File: config.mk
export PLATFORM = sky130hd
export DESIGN_NAME = sram_burst_ctr
export DESIGN_NICKNAME = d
export VERILOG_FILES = /design/src/rtl/sram_burst_pkg.sv /design/src/rtl/sram_burst_ctr.sv
export SDC_FILE = /design/constraint.sdc
export NUM_CORES = 1
export LEC_CHECK = 0
export BUFFER_PORTS_ARGS = -buffer_cell sky130_fd_sc_hd__buf_2
export CAP_MARGIN = 20
export CORE_MARGIN = 5
export CORE_UTILIZATION = 43
export CTS_CLUSTER_DIAMETER = 50
export CTS_CLUSTER_SIZE = 40
export DETAILED_ROUTE_END_ITERATION = 12
export PLACE_DENSITY = 0.74
export SYNTH_ARGS = -nofsm -noshare
export SYNTH_HDL_FRONTEND = slang
export SYNTH_SLANG_ARGS = --single-unit
File: constraint.sdc
create_clock -name clk -period 1.55 [get_ports clk]
set_clock_uncertainty 0.1 [all_clocks]
set_input_delay 0.0775 -clock clk [delete_from_list [all_inputs] [get_ports clk]]
set_output_delay 0.0775 -clock clk [all_outputs]
set_load 0.01 [all_outputs]
File: src/rtl/sram_burst_pkg.sv
// Shared helpers for the pipelined burst SRAM model.
// Assumes the burst counter is exactly two bits wide.
package sram_burst_pkg;

    typedef enum logic {
        ORDER_LINEAR     = 1'b0,
        ORDER_INTERLEAVE = 1'b1
    } burst_order_e;

    // Low two address bits for a given beat under the selected order.
    function automatic logic [1:0] beat_offset(input logic [1:0] start,
                                               input logic [1:0] count,
                                               input burst_order_e order);
        logic [1:0] off;
        if (order == ORDER_INTERLEAVE) off = start ^ count;
        else                           off = start + count;
        return off;
    endfunction

endpackage

File: src/rtl/sram_burst_ctr.sv
// Burst address generator: holds the start address and a 2-bit beat count,
// and forms the address used by the current cycle's access.
// Assumes ADDR_W >= 3; load, stop and step are mutually exclusive.
module sram_burst_ctr
    import sram_burst_pkg::*;
#(
    parameter int ADDR_W = 10
) (
    input  logic              clk,
    input  logic              rst_n,
    input  logic              load,
    input  logic              stop,
    input  logic              step,
    input  logic              interleave,
    input  logic [ADDR_W-1:0] addr_in,
    output logic [ADDR_W-1:0] acc_addr,
    output logic [1:0]        burst_cnt,
    output logic              burst_active
);

    localparam int HI = ADDR_W - 1;

    logic [ADDR_W-1:0] base_q;
    logic [1:0]        cnt_q;
    logic [1:0]        cnt_nx;
    logic              act_q;
    burst_order_e      order;

    // Beat count after this cycle and the address it selects.
    always_comb begin
        order  = interleave ? ORDER_INTERLEAVE : ORDER_LINEAR;
        cnt_nx = step ? cnt_q + 2'd1 : cnt_q;
        if (load) acc_addr = addr_in;
        else      acc_addr = {base_q[HI:2], beat_offset(base_q[1:0], cnt_nx, order)};
    end

    // Burst state: start, end and advance.
    always_ff @(posedge clk) begin
        if (!rst_n) begin
            base_q <= '0;
            cnt_q  <= '0;
            act_q  <= 1'b0;
        end else if (load) begin
            base_q <= addr_in;
            cnt_q  <= '0;
            act_q  <= 1'b1;
        end else begin
            if (stop) act_q <= 1'b0;
            cnt_q <= cnt_nx;
        end
    end

    assign burst_cnt    = cnt_q;
    assign burst_active = act_q;

endmodule

======== Word level (Yosys, flattened, before mapping) ========
Index checks and enable logic that the tools add are counted.
word-level totals
  bits in registers ....................... 13
  input port bits ......................... 16
operators by class
  mux-type cells .......................... 6
  add/subtract/negate cells ............... 2
  bitwise logic cells ..................... 2
  reductions and logical operators ........ 2
operator list
  kind                                                            count
  10-bit 2-to-1 mux                                               1
  2-bit 2-to-1 mux                                                2
  1-bit 2-to-1 mux                                                3
  2-bit by 1-bit adder with 2-bit output (second input constant)  1
  2-bit adder                                                     1
  2-bit nonzero test                                              1
  2-bit OR reduction                                              1
  2-bit bitwise XOR                                               1
  1-bit inverter                                                  1

======== Depth between registers and ports, before layout ========
  depth in word-level cells ............... 5
  mapped depth ............................ 6
  mapped depth without buffers ............ 6

======== Worst setup path after synthesis ========
Ideal clock, no wire load.
  kind .................................... register to output
  start point ............................. reg cnt_q[0] (netlist: burst_cnt[0])
  end point ............................... out acc_addr[1]
  arrival time ............................ 1.306 ns
  data required time ...................... 1.372 ns
  buffers on the path ..................... 0
  stages on the path, launching flop included .. 7
  path slack .............................. 0.066 ns
  path through ............................ dfxtp_1 > xor2_1 > ha_1 > nand2b_1 > xnor2_1 > xnor2_1 > mux2_2
between the ends
  longest elaborated chain between the ends .. 5
  elaborated cells on any way between the ends .. 6
  those cells by class .................... add/sub: 2; mux: 3; bitwise: 1
ends and longest elaborated chain
  item                                    line                  source
  from (decl)                             sram_burst_ctr.sv:24  logic [1:0] cnt_q;
  from (signal assigned)                  sram_burst_ctr.sv:49  cnt_q <= cnt_nx;
  2-bit by 1-bit adder with 2-bit output  sram_burst_ctr.sv:32  cnt_nx = step ? cnt_q + 2'd1 : cnt_q;
  2-bit 2-to-1 mux (*)                    sram_burst_ctr.sv:32
  named net cnt_nx[0]                     sram_burst_ctr.sv:25  logic [1:0] cnt_nx;
  2-bit adder (*)                         sram_burst_pkg.sv:16  else off = start + count;
  2-bit 2-to-1 mux (*)                    sram_burst_pkg.sv:15  if (order == ORDER_INTERLEAVE) off = start ^ count;
  10-bit 2-to-1 mux (*)                   sram_burst_ctr.sv:33  if (load) acc_addr = addr_in;
  to (decl)                               sram_burst_ctr.sv:16  output logic [ADDR_W-1:0] acc_addr,
The timed path passes the listed nets; every way through them passes the cells marked *.

======== Worst setup path after layout ========
Same ends and word-level chain as after synthesis.

==> impl.org <==
** Outcome
- The flow ran to the end, but the final reports show violations.
- The checks that failed: setup timing.

** Clock network
- The longest clock path from root to sink contains 2 buffers.
- Buffers inserted during clock tree synthesis total 3.
- Clock-pin slew was measured on the worst setup and hold paths at 80 ps.
- Max H-tree Level :: 1
- Clock Latency Late Sink :: 270 ps
- The tree is rooted in a clkbuf_4.
- Clock tree from TritonCTS :: built
- Counting every sink on the clock net gives 13.

** Place
- Final GP Congestion :: 0.6478
- In this run the tool buffered the top-level ports with 28 buffer cells.
- HPWL Detailed :: 804.9 µm

** Drt
- Total number of vias :: 454
- DRT iter0 DRCs :: 0
- For this block, the routed nets add up to 1.126 mm of wire.
- In the final routing, the length of wire on met1 measures 460 µm.
- Average wire length per cell after detail routing :: 11.37 µm
- Wire segments on met2 add up to 575 µm in the final route.
- DRT Pass-1 Iters :: 1
- Met3 layer wire length in the routed design :: 80 µm
- For this run, design rule violations remaining after detail routing come to 0.
- Topmost layer with routed signal wires :: met4
- Vias/cell :: 4.586
- The detail route stage leaves a number of antenna-violating nets equal to 0.

** Critical path
- Worst Setup EP :: acc_addr[1]
- By startpoint and endpoint, the worst setup path is classified as reg -> out.
- Internal reg-to-reg setup slack :: 620 ps
- In this design, the largest share of critical-path delay is due to XOR/XNOR gates.
- Worst Setup Start Kind :: flip-flop
- Critical path endpoint category :: output port
- Data on the critical path arrives at its endpoint at 1700 ps.
- Reg2Reg Capture Point :: base_q[3]$_SDFFE_PN0P_
- Along the worst path, the maximum fanout reaches 3.
- The critical path crosses 7 cells after its start point.
- Worst reg2reg path depth :: 2
- Timing startpoint of the critical path :: burst_cnt[0]$_SDFF_PP0_
- Cell with the largest stage delay on the worst path :: dfxtp_2
- The signal on the critical path passes through xor2_2 -> ha_2 -> nand2b_1 -> xnor2_2 -> xnor2_1 -> mux2_2 -> buf_6.
- Counting both buffers and inverters, the worst setup path holds a total of 1.
- On the worst path, the slowest cell contributes a delay of 350 ps.
- The startpoint identified for the worst register-to-register timing path is base_q[3]$_SDFFE_PN0P_.
- Required time reported for the critical path endpoint :: 1370 ps

** Logic synthesis
- Synthesis produced a netlist with a net count of 69.
- Flip-flop and latch count after synthesis :: 13
- Post-synthesis sequential area ratio :: 43.88%
- Cell area after technology mapping :: 593.1 µm²
- Synth Area per Inst :: 11.41 µm²
- Gate count after technology mapping :: 52
- Yosys printed 0 warnings.
- Netlist cell types :: 21

** Finish
- Share of final-layout standard cells stronger than drive strength 1 :: 57.14%
- Total inserted antenna cells :: 0
- Area overhead of the layout relative to synthesis :: 36.08%
- The net count of the finished layout is 102.

** Global route
- Number of global-route vias before repair :: 451
- Global routing used 11.99% of the available tracks across all layers.
- For this run the aggregate overflow at the end of global routing stands at 0.
- Maximum number of pins on one net before global-route repair :: 16
- The initial antenna violation count is 0.
- Global-route wire length before repair :: 1.856 mm

** Timing
- Final Slew Violations :: 0
- The worst pin sits at a relative slew slack of 76.97%.
- Peak Freq :: 533.7 MHz
- Setup violations remaining at the end of the flow were counted as 1.
- Worst-margin pin slew :: 345.4 ps
- Share of the clock period used by the worst path :: 120.9%
- Final min period :: 1874 ps
- RSZ-0062 raised after global routing :: true
- Summed over all failing endpoints, the final setup total negative slack is -323.9 ps.
- Worst setup margin :: -323.9 ps
- The count of final hold-check violations came to 0.

** Die
- Core ar. :: 1301 µm²
- Initial core utilization :: 45.58%
- Measured along the x axis, the die boundary spans 47.14 µm.
- Count of standard-cell rows :: 13
- Full die area :: 2222 µm²
- For this design the top-level I/O count stands at 29.
- Die height :: 47.14 µm

** Worst hold path
- Path category of the worst min-delay check :: in -> reg

** Job
- Across the run, the number of max-cap violations was 0.

** Power
- Summed over all cells, the static leakage comes to 0.0003944 µW.
- VDD sags by at most 530.6 µV.
- Overall power consumption :: 713.0 µW
- Power per cell area :: 883.5 nW/µm²
-- logic make-up after synthesis --
kind of cell	Yosys count	share of synthesized area, %
AO/OA/AOI/OAI	3	3.376
multiplexers	10	20.67
adder cells (fa/ha/maj)	1	2.109
flip-flops	13	43.88
XOR/XNOR	4	7.175
buffers and inverters	4	5.694
AND/OR/NAND/NOR	17	17.09
-- synthesized netlist by cell type, drive strengths merged --
| library cell | number | share of area [%] |
|---|---|---|
| dfxtp | 13 | 44 |
| mux2 | 9 | 19 |
| and2 | 8 | 8.9 |
| nand2b | 3 | 3.2 |
| nor2b | 3 | 3.2 |
| buf | 2 | 4.4 |
| nand2 | 2 | 1.3 |
| xnor2 | 2 | 3.0 |
| xor2 | 2 | 4.2 |
| a21boi | 1 | 1.3 |
| clkbuf | 1 | 0.63 |
| ha | 1 | 2.1 |
| inv | 1 | 0.63 |
| mux2i | 1 | 1.7 |
| nor2 | 1 | 0.63 |
| o21a | 1 | 1.3 |
| o21ai | 1 | 0.84 |
-- worst reg2reg max path, delay by kind of cell (launching register included) --
family           cells  cell delay [ps]
AND/OR/NAND/NOR      1              150
multiplexers         1              270
flip-flops           1              310
-- per-stage QoR --
step | utilization (%) | hold WS (ps) | cells | worst slack [ps] | area (µm²)
6_report | 62.02 | 22.07 | 99 | -323.9 | 807.0
5_1_grt | 62.02 | 40.33 | 99 | -425.6 | 807.0
4_1_cts | 59.90 | 19.50 | 99 | -318.4 | 779.5
3_5_place_dp | 55.48 | 261.4 | 92 | -28.49 | 721.9
3_3_place_gp | 55.48 | 249.8 | 92 | 7.204 | 721.9
2_1_floorplan | - | 128.3 | 52 | 66.17 | 593.1
-- cells in the final DEF, fill, tap and decap left out, drive strengths merged --
cell,count
o21ai,1
xnor2,2
mux2i,1
and2,8
mux2,9
xor2,2
buf,28
nand2b,3
nor2,1
clkbuf,4
dlygate4sd3,3
dfxtp,13
inv,1
a21boi,1
o21a,1
ha,1
nor2b,3
nand2,2
-- cell type report --
class	count	area (µm²)
sequential	13	261.5
fill	123	494.2
timing repair buffer	31	176.4
multi-input combinational	35	320.3
inverter	1	3.754
tap	15	18.77
clock buffer	4	26.28
-- metal layers --
metal  up-vias  global-route usage, %
met3         2                  2.299
met5         -                      0
met2        12                  18.70
met4         0                  8.287
met1       211                  14.78
li1        229                      -
-- what timing repair did --
action / 4_1_cts / 5_1_grt
gates resized for setup: 1 / 7
hold endpoints to repair: 3 / 0
pin swaps: 2 / 3
hold buffers: 3 / 0
setup buffers: 0 / 0
endpoints found under the setup margin: 1 / 2
-- sequential cells by signal (all words and copies together) (netlist names) --
signal / cells
base_q: 10
burst_active: 1
burst_cnt: 2
-- how the worst min path moves through the flow --
stage / from / end / slack, ps / cells after the start
after global routing: rst_n / burst_active$_SDFFE_PN0P_ / 40 / 2
after floorplan: rst_n / burst_cnt[1]$_SDFF_PP0_ / 130 / 2
final: rst_n / burst_active$_SDFFE_PN0P_ / 20 / 2
after detailed placement: addr_in[0] / base_q[0]$_SDFFE_PN0P_ / 260 / 3
after CTS: rst_n / burst_active$_SDFFE_PN0P_ / 20 / 2
after global placement: addr_in[0] / base_q[0]$_SDFFE_PN0P_ / 250 / 3
-- where the power goes --
part | internal (µW) | switching (µW) | total (µW) | leakage (µW)
Clock | 99.6 | 104 | 204 | 0.0000150
Combinational | 86.0 | 62.9 | 149 | 0.000272
Sequential | 353 | 7.58 | 360 | 0.000108
Power figures use the tool's default switching activity.
